<file path="src/rtl/pwr_pkg.sv">
package pwr_pkg;

  typedef enum logic [1:0] {
    PWR_RUN  = 2'd0,
    PWR_HALT = 2'd1,
    PWR_STOP = 2'd2
  } pwr_state_e;

  // Per-step arbitration result
  typedef struct packed {
    logic exec;
    logic take;
    logic wake;
  } step_ctl_t;

  // Credit handed to the timers for one step
  function automatic logic [7:0] step_credit(input logic dma, input logic exec,
                                             input pwr_state_e st,
                                             input logic [7:0] cpu_cyc);
    if (dma)                 return 8'd0;
    else if (exec)           return cpu_cyc;
    else if (st == PWR_HALT) return 8'd1;
    else                     return 8'd0;
  endfunction

  // Decode of a control write
  function automatic pwr_state_e write_target(input logic stop_sel);
    return stop_sel ? PWR_STOP : PWR_HALT;
  endfunction

endpackage

</file>
<file path="src/rtl/pwr_wake_detect.sv">
module pwr_wake_detect #(
  parameter int          IRQ_W     = 14,
  parameter logic [IRQ_W-1:0] WAKE_MASK = '1
) (
  input  logic [IRQ_W-1:0] irq_en,
  input  logic [IRQ_W-1:0] irq_flag,
  output logic             pend_all,
  output logic             pend_wake
);
  logic [IRQ_W-1:0] hit;
  logic [IRQ_W-1:0] hit_wake;

  assign hit = irq_en & irq_flag;

  // Per-source gating; unmasked sources are dropped at elaboration
  for (genvar i = 0; i < IRQ_W; i++) begin : g_src
    if (WAKE_MASK[i]) begin : g_keep
      assign hit_wake[i] = hit[i];
    end else begin : g_drop
      assign hit_wake[i] = 1'b0;
    end
  end

  assign pend_all  = |hit;
  assign pend_wake = |hit_wake;
endmodule

</file>
<file path="src/rtl/pwr_step_arbiter.sv">
module pwr_step_arbiter
  import pwr_pkg::*;
#(
  parameter int CRED_W = 8
) (
  input  pwr_state_e        state,
  input  logic              dma_active,
  input  logic              hc_wr,
  input  logic              pend_all,
  input  logic              pend_wake,
  input  logic [CRED_W-1:0] cpu_step_cycles,
  output step_ctl_t         ctl,
  output logic [CRED_W-1:0] credit,
  output logic              periph_en
);
  logic pend_for_state;
  logic [7:0] cyc8;
  logic [7:0] cred8;

  always_comb begin
    unique case (state)
      PWR_RUN:  pend_for_state = pend_all;
      PWR_HALT: pend_for_state = pend_all;
      PWR_STOP: pend_for_state = pend_wake;
      default:  pend_for_state = 1'b0;
    endcase
  end

  always_comb begin
    ctl.take = !dma_active && !hc_wr && pend_for_state;
    ctl.wake = ctl.take && (state != PWR_RUN);
    ctl.exec = !dma_active && ((state == PWR_RUN) || ctl.wake);
  end

  if (CRED_W >= 8) begin : g_wide
    assign cyc8   = cpu_step_cycles[7:0];
    assign credit = {{(CRED_W-8){1'b0}}, cred8} |
                    (ctl.exec ? cpu_step_cycles : '0);
  end else begin : g_narrow
    assign cyc8   = {{(8-CRED_W){1'b0}}, cpu_step_cycles};
    assign credit = cred8[CRED_W-1:0];
  end

  assign cred8     = step_credit(dma_active, ctl.exec, state, cyc8);
  assign periph_en = !((state == PWR_STOP) && !ctl.wake);
endmodule

</file>
<file path="src/rtl/pwr_state_fsm.sv">
module pwr_state_fsm
  import pwr_pkg::*;
#(
  parameter int STOP_BIT = 7
) (
  input  logic       clk,
  input  logic       rst_n,
  input  logic       hc_wr,
  input  logic [7:0] hc_wdata,
  input  logic       wake,
  output pwr_state_e state
);
  pwr_state_e state_nx;

  always_comb begin
    state_nx = state;
    if (hc_wr)     state_nx = write_target(hc_wdata[STOP_BIT]);
    else if (wake) state_nx = PWR_RUN;
  end

  always_ff @(posedge clk or negedge rst_n) begin
    if (!rst_n) state <= PWR_RUN;
    else        state <= state_nx;
  end
endmodule

</file>
<file path="src/rtl/cpu_power_ctrl.sv">
module cpu_power_ctrl
  import pwr_pkg::*;
#(
  parameter int               IRQ_W     = 14,
  parameter int               CRED_W    = 8,
  parameter int               STOP_BIT  = 7,
  parameter logic [IRQ_W-1:0] WAKE_MASK = '1
) (
  input  logic              clk,
  input  logic              rst_n,
  input  logic              hc_wr,
  input  logic [7:0]        hc_wdata,
  output logic [7:0]        hc_rdata,
  input  logic [IRQ_W-1:0]  irq_en,
  input  logic [IRQ_W-1:0]  irq_flag,
  input  logic              dma_active,
  input  logic [CRED_W-1:0] cpu_step_cycles,
  output logic              cpu_clk_en,
  output logic              cpu_irq_take,
  output logic              periph_en,
  output logic [CRED_W-1:0] cycle_credit,
  output logic [1:0]        pwr_state
);
  pwr_state_e state;
  step_ctl_t  ctl;
  logic       pend_all;
  logic       pend_wake;
  logic       wake_evt;

  pwr_wake_detect #(.IRQ_W(IRQ_W), .WAKE_MASK(WAKE_MASK)) u_wake (
    .irq_en   (irq_en),
    .irq_flag (irq_flag),
    .pend_all (pend_all),
    .pend_wake(pend_wake)
  );

  pwr_step_arbiter #(.CRED_W(CRED_W)) u_arb (
    .state          (state),
    .dma_active     (dma_active),
    .hc_wr          (hc_wr),
    .pend_all       (pend_all),
    .pend_wake      (pend_wake),
    .cpu_step_cycles(cpu_step_cycles),
    .ctl            (ctl),
    .credit         (cycle_credit),
    .periph_en      (periph_en)
  );

  assign wake_evt = ctl.wake;

  pwr_state_fsm #(.STOP_BIT(STOP_BIT)) u_fsm (
    .clk     (clk),
    .rst_n   (rst_n),
    .hc_wr   (hc_wr),
    .hc_wdata(hc_wdata),
    .wake    (wake_evt),
    .state   (state)
  );

  assign cpu_clk_en   = ctl.exec;
  assign cpu_irq_take = ctl.take;
  assign pwr_state    = state;
  assign hc_rdata     = 8'h00;
endmodule

</file>
<file path="config.mk">
export PLATFORM = sky130hd
export DESIGN_NAME = cpu_power_ctrl
export DESIGN_NICKNAME = d
export VERILOG_FILES = /design/src/rtl/pwr_pkg.sv /design/src/rtl/pwr_wake_detect.sv /design/src/rtl/pwr_step_arbiter.sv /design/src/rtl/pwr_state_fsm.sv /design/src/rtl/cpu_power_ctrl.sv
export SDC_FILE = /design/constraint.sdc
export NUM_CORES = 1
export LEC_CHECK = 0
export ABC_AREA = 1
export CELL_PAD_IN_SITES_DETAIL_PLACEMENT = 0
export CELL_PAD_IN_SITES_GLOBAL_PLACEMENT = 1
export CORE_ASPECT_RATIO = 0.7
export CORE_MARGIN = 2
export CORE_UTILIZATION = 10
export CTS_BUF_LIST = sky130_fd_sc_hd__clkbuf_16
export DETAILED_ROUTE_END_ITERATION = 8
export PLACE_DENSITY_LB_ADDON = 0.1
export SLEW_MARGIN = 0
export SYNTH_ARGS = -nofsm -noshare
export SYNTH_HDL_FRONTEND = slang
export SYNTH_SLANG_ARGS = --single-unit
export TNS_END_PERCENT = 50
</file>
<file path="constraint.sdc">
create_clock -name clk -period 2.4 [get_ports clk]
set_input_delay 0.36 -clock clk [delete_from_list [all_inputs] [get_ports clk]]
set_output_delay 0.36 -clock clk [all_outputs]
set_load 0.02 [all_outputs]
</file>
# ---- Yosys cells after proc, flatten, opt, wreduce, memory -nomap -nowiden
# Cells that the tools add are included.
dict set report op_classes {
  muxes 8
  eq_ne 2
  bitwise_logic 2
  n_reduce_logical 15
}
# cell n
set op_table {}
lappend op_table {{8-bit 2-to-1 mux} 3}
lappend op_table {{14-bit AND} 1}
lappend op_table {{14-bit OR reduction} 1}
lappend op_table {{8-bit OR} 1}
lappend op_table {{2-bit 2-to-1 mux} 3}
lappend op_table {{1-bit logical AND} 5}
lappend op_table {{1-bit logical NOT} 4}
lappend op_table {{2-bit nonzero test} 2}
lappend op_table {{3-bit OR reduction} 1}
lappend op_table {{2-bit by 1-bit == test with 1-bit output, second input constant} 1}
lappend op_table {{2-bit == test, second input constant} 1}
lappend op_table {{2-bit logical NOT} 1}
lappend op_table {{1-bit 2-to-1 mux} 2}
lappend op_table {{1-bit logical OR} 1}
dict set report word_totals {
  in_bits 48
  elab_cells 28
  regBits 2
  out_inout_bits 21
}

# ---- Depth between registers and ports, before layout
# Gate-level depths: netlist of the first run.
dict set report logic_depth {
  ltp_word 10
  mapped_depth 8
  depth_no_buf 8
}

# ---- Cells and area by module
# A second synthesis of the first run with hierarchy kept.
dict set report hier_totals {
  cells_unflattened 77
  area_unflattened_um2 474.2
}
# mod cells_per_inst n_inst seq_area_each_um2 area_per_inst_um2
set modules_own_cells {}
lappend modules_own_cells {pwr_step_arbiter 24 1 0.0 196.4}
lappend modules_own_cells {pwr_wake_detect 34 1 0.0 131.4}
lappend modules_own_cells {pwr_state_fsm 10 1 50.0 82.6}
lappend modules_own_cells {cpu_power_ctrl 9 1 0.0 63.8}

# ---- Worst setup path before layout of the first run
# No wires, ideal clock.
dict set report synth_path {
  path_type {flip-flop to output port}
  startpoint {reg u_fsm.state[0]}
  endpoint {out cycle_credit[1]}
  stages_incl_launch_ff 5
  n_path_buf 0
  t_arrival_ns 1.244
  required_time_ns 2.040
  path_slack_ns 0.796
  path_cell_list {dfrtp_1 -> or2_2 -> nand2_1 -> nand2_2 -> nor2_1}
}
dict set report synth_between {
  elab_chain_cells 10
  word_cells_on_any_way 14
  cone_classes {eq/ne (2); mux (4); bitwise (1); reduce/logical (7)}
}
# element line_no
set synth_lines {}
lappend synth_lines {{start: declaration} pwr_state_fsm.sv:11} ;# output pwr_state_e state
lappend synth_lines {{start signal: assignment} pwr_state_fsm.sv:23} ;# else state <= state_nx;
lappend synth_lines {{2-bit == test, or another cell as far along} pwr_step_arbiter.sv:21} ;# unique case (state)
lappend synth_lines {{3-bit OR reduction (no line)} n/a}
lappend synth_lines {{1-bit 2-to-1 mux} n/a}
lappend synth_lines {{1-bit logical AND} pwr_step_arbiter.sv:30} ;# ctl.take = !dma_active && !hc_wr && pend_for_state;
lappend synth_lines {{1-bit logical AND} pwr_step_arbiter.sv:31} ;# ctl.wake = ctl.take && (state != PWR_RUN);
lappend synth_lines {{1-bit logical OR (*)} pwr_step_arbiter.sv:32} ;# ctl.exec = !dma_active && ((state == PWR_RUN) || ctl.wake);
lappend synth_lines {{1-bit logical AND (*)} pwr_step_arbiter.sv:32}
lappend synth_lines {{8-bit 2-to-1 mux} pwr_pkg.sv:21} ;# else if (exec) return cpu_cyc;
lappend synth_lines {{8-bit 2-to-1 mux} pwr_pkg.sv:20} ;# if (dma) return 8'd0;
lappend synth_lines {{8-bit OR (*)} pwr_step_arbiter.sv:37} ;# assign credit = {{(CRED_W-8){1'b0}}, cred8} |
lappend synth_lines {{end: declaration} cpu_power_ctrl.sv:21} ;# output logic [CRED_W-1:0] cycle_credit,
# Mark *: on every way between the ends. The rest lies on a longest branch, timed or not.

# ---- Final worst setup path of the first run
dict set report layout_path {
  startpoint {in irq_flag[0]}
  endpoint {out cycle_credit[2]}
}
dict set report layout_between {
  elab_chain_cells 10
  word_cells_on_any_way 11
  cone_classes {mux (4); bitwise (2); reduce/logical (5)}
}
# element line_no
set layout_lines {}
lappend layout_lines {{start: declaration} cpu_power_ctrl.sv:15} ;# input logic [IRQ_W-1:0] irq_flag,
lappend layout_lines {{14-bit AND (*)} pwr_wake_detect.sv:13} ;# assign hit = irq_en & irq_flag;
lappend layout_lines {{14-bit OR reduction (*)} {pwr_wake_detect.sv:24, pwr_wake_detect.sv:25}}
lappend layout_lines {{1-bit 2-to-1 mux (*)} n/a}
lappend layout_lines {{1-bit logical AND (*)} pwr_step_arbiter.sv:30}
lappend layout_lines {{1-bit logical AND (*)} pwr_step_arbiter.sv:31}
lappend layout_lines {{1-bit logical OR (*)} pwr_step_arbiter.sv:32}
lappend layout_lines {{1-bit logical AND (*)} pwr_step_arbiter.sv:32}
lappend layout_lines {{8-bit 2-to-1 mux} pwr_pkg.sv:21}
lappend layout_lines {{8-bit 2-to-1 mux} pwr_pkg.sv:20}
lappend layout_lines {{8-bit OR (*)} pwr_step_arbiter.sv:37}
# Marked as above.

==> metrics.txt, run 1 <==
area of the mapped netlist=about 360 um2; max_cap viols=0; worst path arrival time=between 1.5 and 2 ns; final WL=1400 um; Worst R2R End=u_fsm.state[0]$_DFFE_PN0P_; syn_area_per_cell=approximately 5.0 um2; most common cell in the synthesized netlist=nand2_1; post-synthesis sequential area ratio=13.8%; Final ANT Viol Nets=0; max FFs per register=2; CTS tree=done; Yosys reg bits=2; worst vdd ir=~240 uV; r2r startpoint=u_fsm.state[0]$_DFFE_PN0P_; Post-synth ARST share=100%; Remaining DRCs=0; setup TNS=0 ns; final setup fails=0; vias=~560; crit path max fanout=8; CTS Buf Count=3; clock sinks=2; Root Buffer=clkbuf_16; R2R cell count=7; Final Hold Vio Count=0; Layout Skew=approximately 0.0012 ns; fmax=approximately 450 MHz; cts repair resizes=10; Final Non-Filler Cells=180; leakage power=between 0.5 and 0.6 nW; clock-pin slew on the worst setup and hold paths=roughly 0.030 ns; Psw=~0.11 mW; Yosys warnings=0; unrepaired setup endpoints after global routing=no; Routed WL per cell=around 7.8 um; critical path launch point=irq_flag[0]; routed vias/inst=3.09; Max Slew Vio Count=0; cell taking the most area after synthesis=nand2_1; top post-synthesis cells by area=nand2_1, buf_4, dfrtp_1; fin crit share=between 90% and 100%; Top reg by flops=u_fsm.state; Reg2Reg Setup Slack=roughly 1.4 ns; Layout area overhead=181%; crit path time final=2.22 ns; Cells after DPL=177; dpl cell area=around 940 um2; Setup crit end=cycle_credit[2]; Post-synth EDFFs=0; number of global-route vias before repair=444; number of I/O pins=between 60 and 70; clock network power share=approximately 54%; top flop regs=u_fsm.state: 2 flops; maximum clock insertion buffer count=2; top cell type's share of synthesized area=27.9%; drt pass-1 iters=3; final core occ=between 20 and 30%; layout cells sized above 1=approximately 8.5%; Flop pwr share=a little under a tenth; starting DRC count in detailed routing=3; CP Launch Type=input port; Synth cell types=13; initial core utilization=between 10% and 20%; GRT Residual Overflow=0; Setup crit end kind=output pin; pwr dens=roughly 450 mW/mm2; count of mapped cells out of synthesis=between 70 and 80; run status=finished, final reports clean; Worst Hold Slack=about 0.31 ns; Final HPWL DP=about 1200 um; net count reported at finish=180; H-tree depth=1; synth cell count leaders=nand2_1, inv_1, nor2_1; first-pass GRT wire length=about 2100 um; Comb power frac=37.2%; Internal=between 0.3 and 0.4 mW; GP Congestion=about 0.58; Clk Latency, worst-skew pair=between 0.2 and 0.25 ns; initial antenna violation count=0; I/O Buffers=53; pin count of the biggest net entering global routing=9; die height=~54 um; sw frac=24.6%; Post-CTS Setup Inserts=0; Setup CP Type=input port to output pin; # hold bufs at CTS=0; CORE AREA=between 0.003 and 0.004 mm2; Global Route Usage Sum=6.27%; design area=0.00102 mm2; diode count=0; die width=~76 um; Hold Crit Class=input port to async pin; row cnt=18; die area=just over 0.004 mm2; Req. time, crit path=2.04 ns; Primary FF master, synth=dfrtp_1
## worst max-delay path, stage by stage
cell,delay (ns)
clkdlybuf4s50_1,0.40
nand2_1,0.07
nand2_1,0.06
nor2_1,0.11
nand2_1,0.10
o21ai_4,0.18
nand2_1,0.11
nand2_4,0.11
nor2_1,0.04
dlygate4sd2_1,0.31
## cells in the final DEF (no fill, tap or decap), drive strengths merged
cell | Yosys | routed
clkdlybuf4s50 | 0 | 42
nand2 | 29 | 29
inv | 13 | 13
nor2 | 12 | 12
dlygate4sd2 | 0 | 9
conb | 1 | 8
clkbuf | 0 | 4
buf | 8 | 3
o21ai | 3 | 3
dfrtp | 2 | 2
or2 | 2 | 2
nand3 | 1 | 1
a21oi | 1 | 1
dlymetal6s2s | 0 | 1
## power by group through the flow
stage	clock network (mW)	registers (mW)	logic, mW
final	0.244	0.0414	0.169
after global routing	0.252	0.0423	0.185
after CTS	0.247	0.0418	0.169
after floorplan	0	0.0452	0.0743
after detailed placement	0	0.0420	0.178
after global placement	0	0.0419	0.177
## worst min path at each step
stage                      from                    endpoint  slack [ns]  cells after the start
after global routing      rst_n  u_fsm.state[0]$_DFFE_PN0P_        0.32                      1
final                     rst_n  u_fsm.state[0]$_DFFE_PN0P_        0.31                      1
after CTS                 rst_n  u_fsm.state[0]$_DFFE_PN0P_        0.31                      1
after floorplan           rst_n  u_fsm.state[0]$_DFFE_PN0P_        0.06                      0
after global placement    rst_n  u_fsm.state[1]$_DFFE_PN0P_        0.53                      1
after detailed placement  rst_n  u_fsm.state[0]$_DFFE_PN0P_        0.54                      1
## kinds of logic after synthesis
family	count (synthesis)	share of synthesized area [%]
AND/OR/NAND/NOR	44	48.6
AO/OA/AOI/OAI	4	6.55
buffers and inverters	21	30.0
flip-flops	2	13.8
other	1	1.03
## layer usage
metal  up-vias  routed length, um  track usage [%]
li1        308                  -                -
met1       221                667             8.39
met2        28                602             9.52
met3         0                134             2.81
met4         0                  0            0.909
met5         -                  0                0
## stage by stage
step                setup WS (ns)  power [mW]
global placement           -0.119       0.219
floorplan                   0.796       0.119
CTS                       0.00658       0.458
global route              0.00558       0.479
detailed placement         -0.122       0.220
finish                      0.179       0.455
## final cells by class
class | count | area [um2]
Inverter | 13 | 48.8
Sequential cell | 2 | 50.0
Tap cell | 50 | 62.6
Clock buffer | 3 | 75.1
Fill cell | 390 | 2470
Timing Repair Buffer | 56 | 539
Multi-Input combinational cell | 56 | 243
No activity file was read; power rests on OpenSTA's default activity.
==> inputs of run 2 (changes only) <==
--- a/config.mk
+++ b/config.mk
@@ -13,7 +13,7 @@
 export CORE_UTILIZATION = 10
 export CTS_BUF_LIST = sky130_fd_sc_hd__clkbuf_16
 export DETAILED_ROUTE_END_ITERATION = 8
-export PLACE_DENSITY_LB_ADDON = 0.1
+export PLACE_DENSITY = 0.88
 export SLEW_MARGIN = 0
 export SYNTH_ARGS = -nofsm -noshare
 export SYNTH_HDL_FRONTEND = slang
==> run 2 against run 1 <==
Net effect:
- via count is 0.90% higher
- first-iteration DRC count increased by 130%
- flip-flop and latch count unchanged
- worst hold slack lost 0.0079 ns
- register-to-register slack worse by 0.10 ns
- global-route usage is 0.92 points higher
- cell count grew 0.56%
- non-clock buffer count increased by 1
- sequential power is essentially flat
- critical path type unchanged
- combinational power about the same
- die area stayed put
- clock skew up 0.0010 ns
==> metrics.txt, run 2 (synthesized netlist as in run 1, its figures left out) <==
run status=finished, final reports clean; Final ANT Viol Nets=0; H-tree depth=1; # hold bufs at CTS=0; number of I/O pins=between 60 and 70; row cnt=18; Worst Setup Slack, final=~0.18 ns; first-pass GRT wire length=around 2300 um; max FFs per register=2; Remaining DRCs=0; vias=562; Setup CP Type=input port to output pin; I/O Buffers=53; pin count of the biggest net entering global routing=9; overall power=between 0.4 and 0.5 mW; clock-pin slew on the worst setup and hold paths=roughly 0.03 ns; crit path time final=about 2.2 ns; final setup fails=0; initial antenna violation count=0; worst path arrival time=~1.9 ns; die height=about 54 um; Top reg by flops=u_fsm.state; pwr dens=between 400 and 500 mW/mm2; maximum clock insertion buffer count=2; dpl cell area=945 um2; most frequent cells in the layout=clkdlybuf4s50_1, nand2_1, inv_1, nor2_1; Max Slew Vio Count=0; diode count=0; starting DRC count in detailed routing=7; clock sinks=2; Layout area overhead=184%; layout cells sized above 1=8.40%; Reg2Reg Setup Slack=between 1 and 1.5 ns; Root Buffer=clkbuf_16; drt pass-1 iters=4; CORE AREA=around 0.0035 mm2; Final Hold Vio Count=0; CP Launch Type=input port; final WL=around 1400 um; CTS tree=done; Place WS=-0.0974 ns; die width=about 76 um; net count reported at finish=181; Worst Hold Slack=between 0.3 and 0.4 ns; fin crit share=92.6%; crit path max fanout=8; leakage power=roughly 0.55 nW; fmax=between 400 and 500 MHz; Hold Crit Class=input port to async pin; Routed WL per cell=about 7.6 um; design area=0.00103 mm2; top flop regs=u_fsm.state: 2 flops; Final HPWL DP=1210 um; die area=between 0.004 and 0.005 mm2; initial core utilization=about a tenth; max_cap viols=0; commonest non-fill, non-tap cell in the layout=clkdlybuf4s50_1; CTS Buf Count=3; unrepaired setup endpoints after global routing=yes; Clk Latency, worst-skew pair=around 0.22 ns; worst vdd ir=306 uV; routed vias/inst=just over 3; number of global-route vias before repair=about 540; Req. time, crit path=approximately 2.0 ns; Layout Skew=approximately 0.0022 ns; Global Route Usage Sum=7.18%; GRT Residual Overflow=0; Setup crit end kind=output pin; final core occ=between 20 and 30%; GP Congestion=around 0.63
-- run 2: cell count changes in the layout (fill, tap and decap cells not counted) --
| cell | previous run | this run |
|---|---|---|
| clkdlybuf4s15_1 | 0 | 2 |
| buf_4 | 3 | 4 |
| clkbuf_2 | 1 | 0 |
| dlygate4sd2_1 | 9 | 8 |
-- run 2: per-stage QoR --
step | setup TNS [ns] | cells
global placement | -0.853 | 177
finish | 0 | 181
floorplan | 0 | 79
detailed placement | -0.820 | 177
CTS | 0 | 180
global route | -0.00241 | 181
-- run 2: path summary, 6_finish.rpt --
| path | end | from | depth (start not counted) |
|---|---|---|---|
| worst max-delay path | cycle_credit[3] | irq_en[7] | 10 |
| worst min-delay path | u_fsm.state[1]$_DFFE_PN0P_ | rst_n | 1 |
| worst max register to register | u_fsm.state[0]$_DFFE_PN0P_ | u_fsm.state[0]$_DFFE_PN0P_ | 8 |
| worst min register to register | u_fsm.state[1]$_DFFE_PN0P_ | u_fsm.state[1]$_DFFE_PN0P_ | 2 |
| max in group asynchronous | u_fsm.state[0]$_DFFE_PN0P_ | rst_n | 1 |
| min in group clk | u_fsm.state[1]$_DFFE_PN0P_ | u_fsm.state[1]$_DFFE_PN0P_ | 2 |
-- run 2: where the power goes --
part / internal, mW / switching (mW) / leakage [nW]
Clock: 0.212 / 0.0352 / 0.0370
Sequential: 0.0374 / 0.00376 / 0.0245
Combinational: 0.0965 / 0.0748 / 0.493
-- run 2: repair_timing --
item	in CTS	in global routing
pin swaps	0	1
setup endpoints to repair	10	10
gates resized for setup	10	5
setup buffers	0	1
-- run 2: metal layers --
layer  wire [um]  global-route usage, %
met3          95                   2.81
met2         675                   12.5
met5           0                      0
met4           8                   2.73
met1         602                   8.28
-- run 2: final cells by class --
cell class | instances | area (um2)
fillers | 413 | 2460
well taps | 50 | 62.6
clock buffers | 3 | 75.1
inverters | 13 | 48.8
repair buffers | 57 | 553
flip-flops and latches | 2 | 50.0
multi-input cells | 56 | 243
-- run 2: critical path: stages --
cell and delay, ns:
clkdlybuf4s50_1 0.41, nand2_1 0.07, nand2_1 0.04, nor2_1 0.08, nand2_1 0.11, o21ai_4 0.20, nand2_1 0.11, nand2_4 0.12
nor2_1 0.05, dlygate4sd2_1 0.31
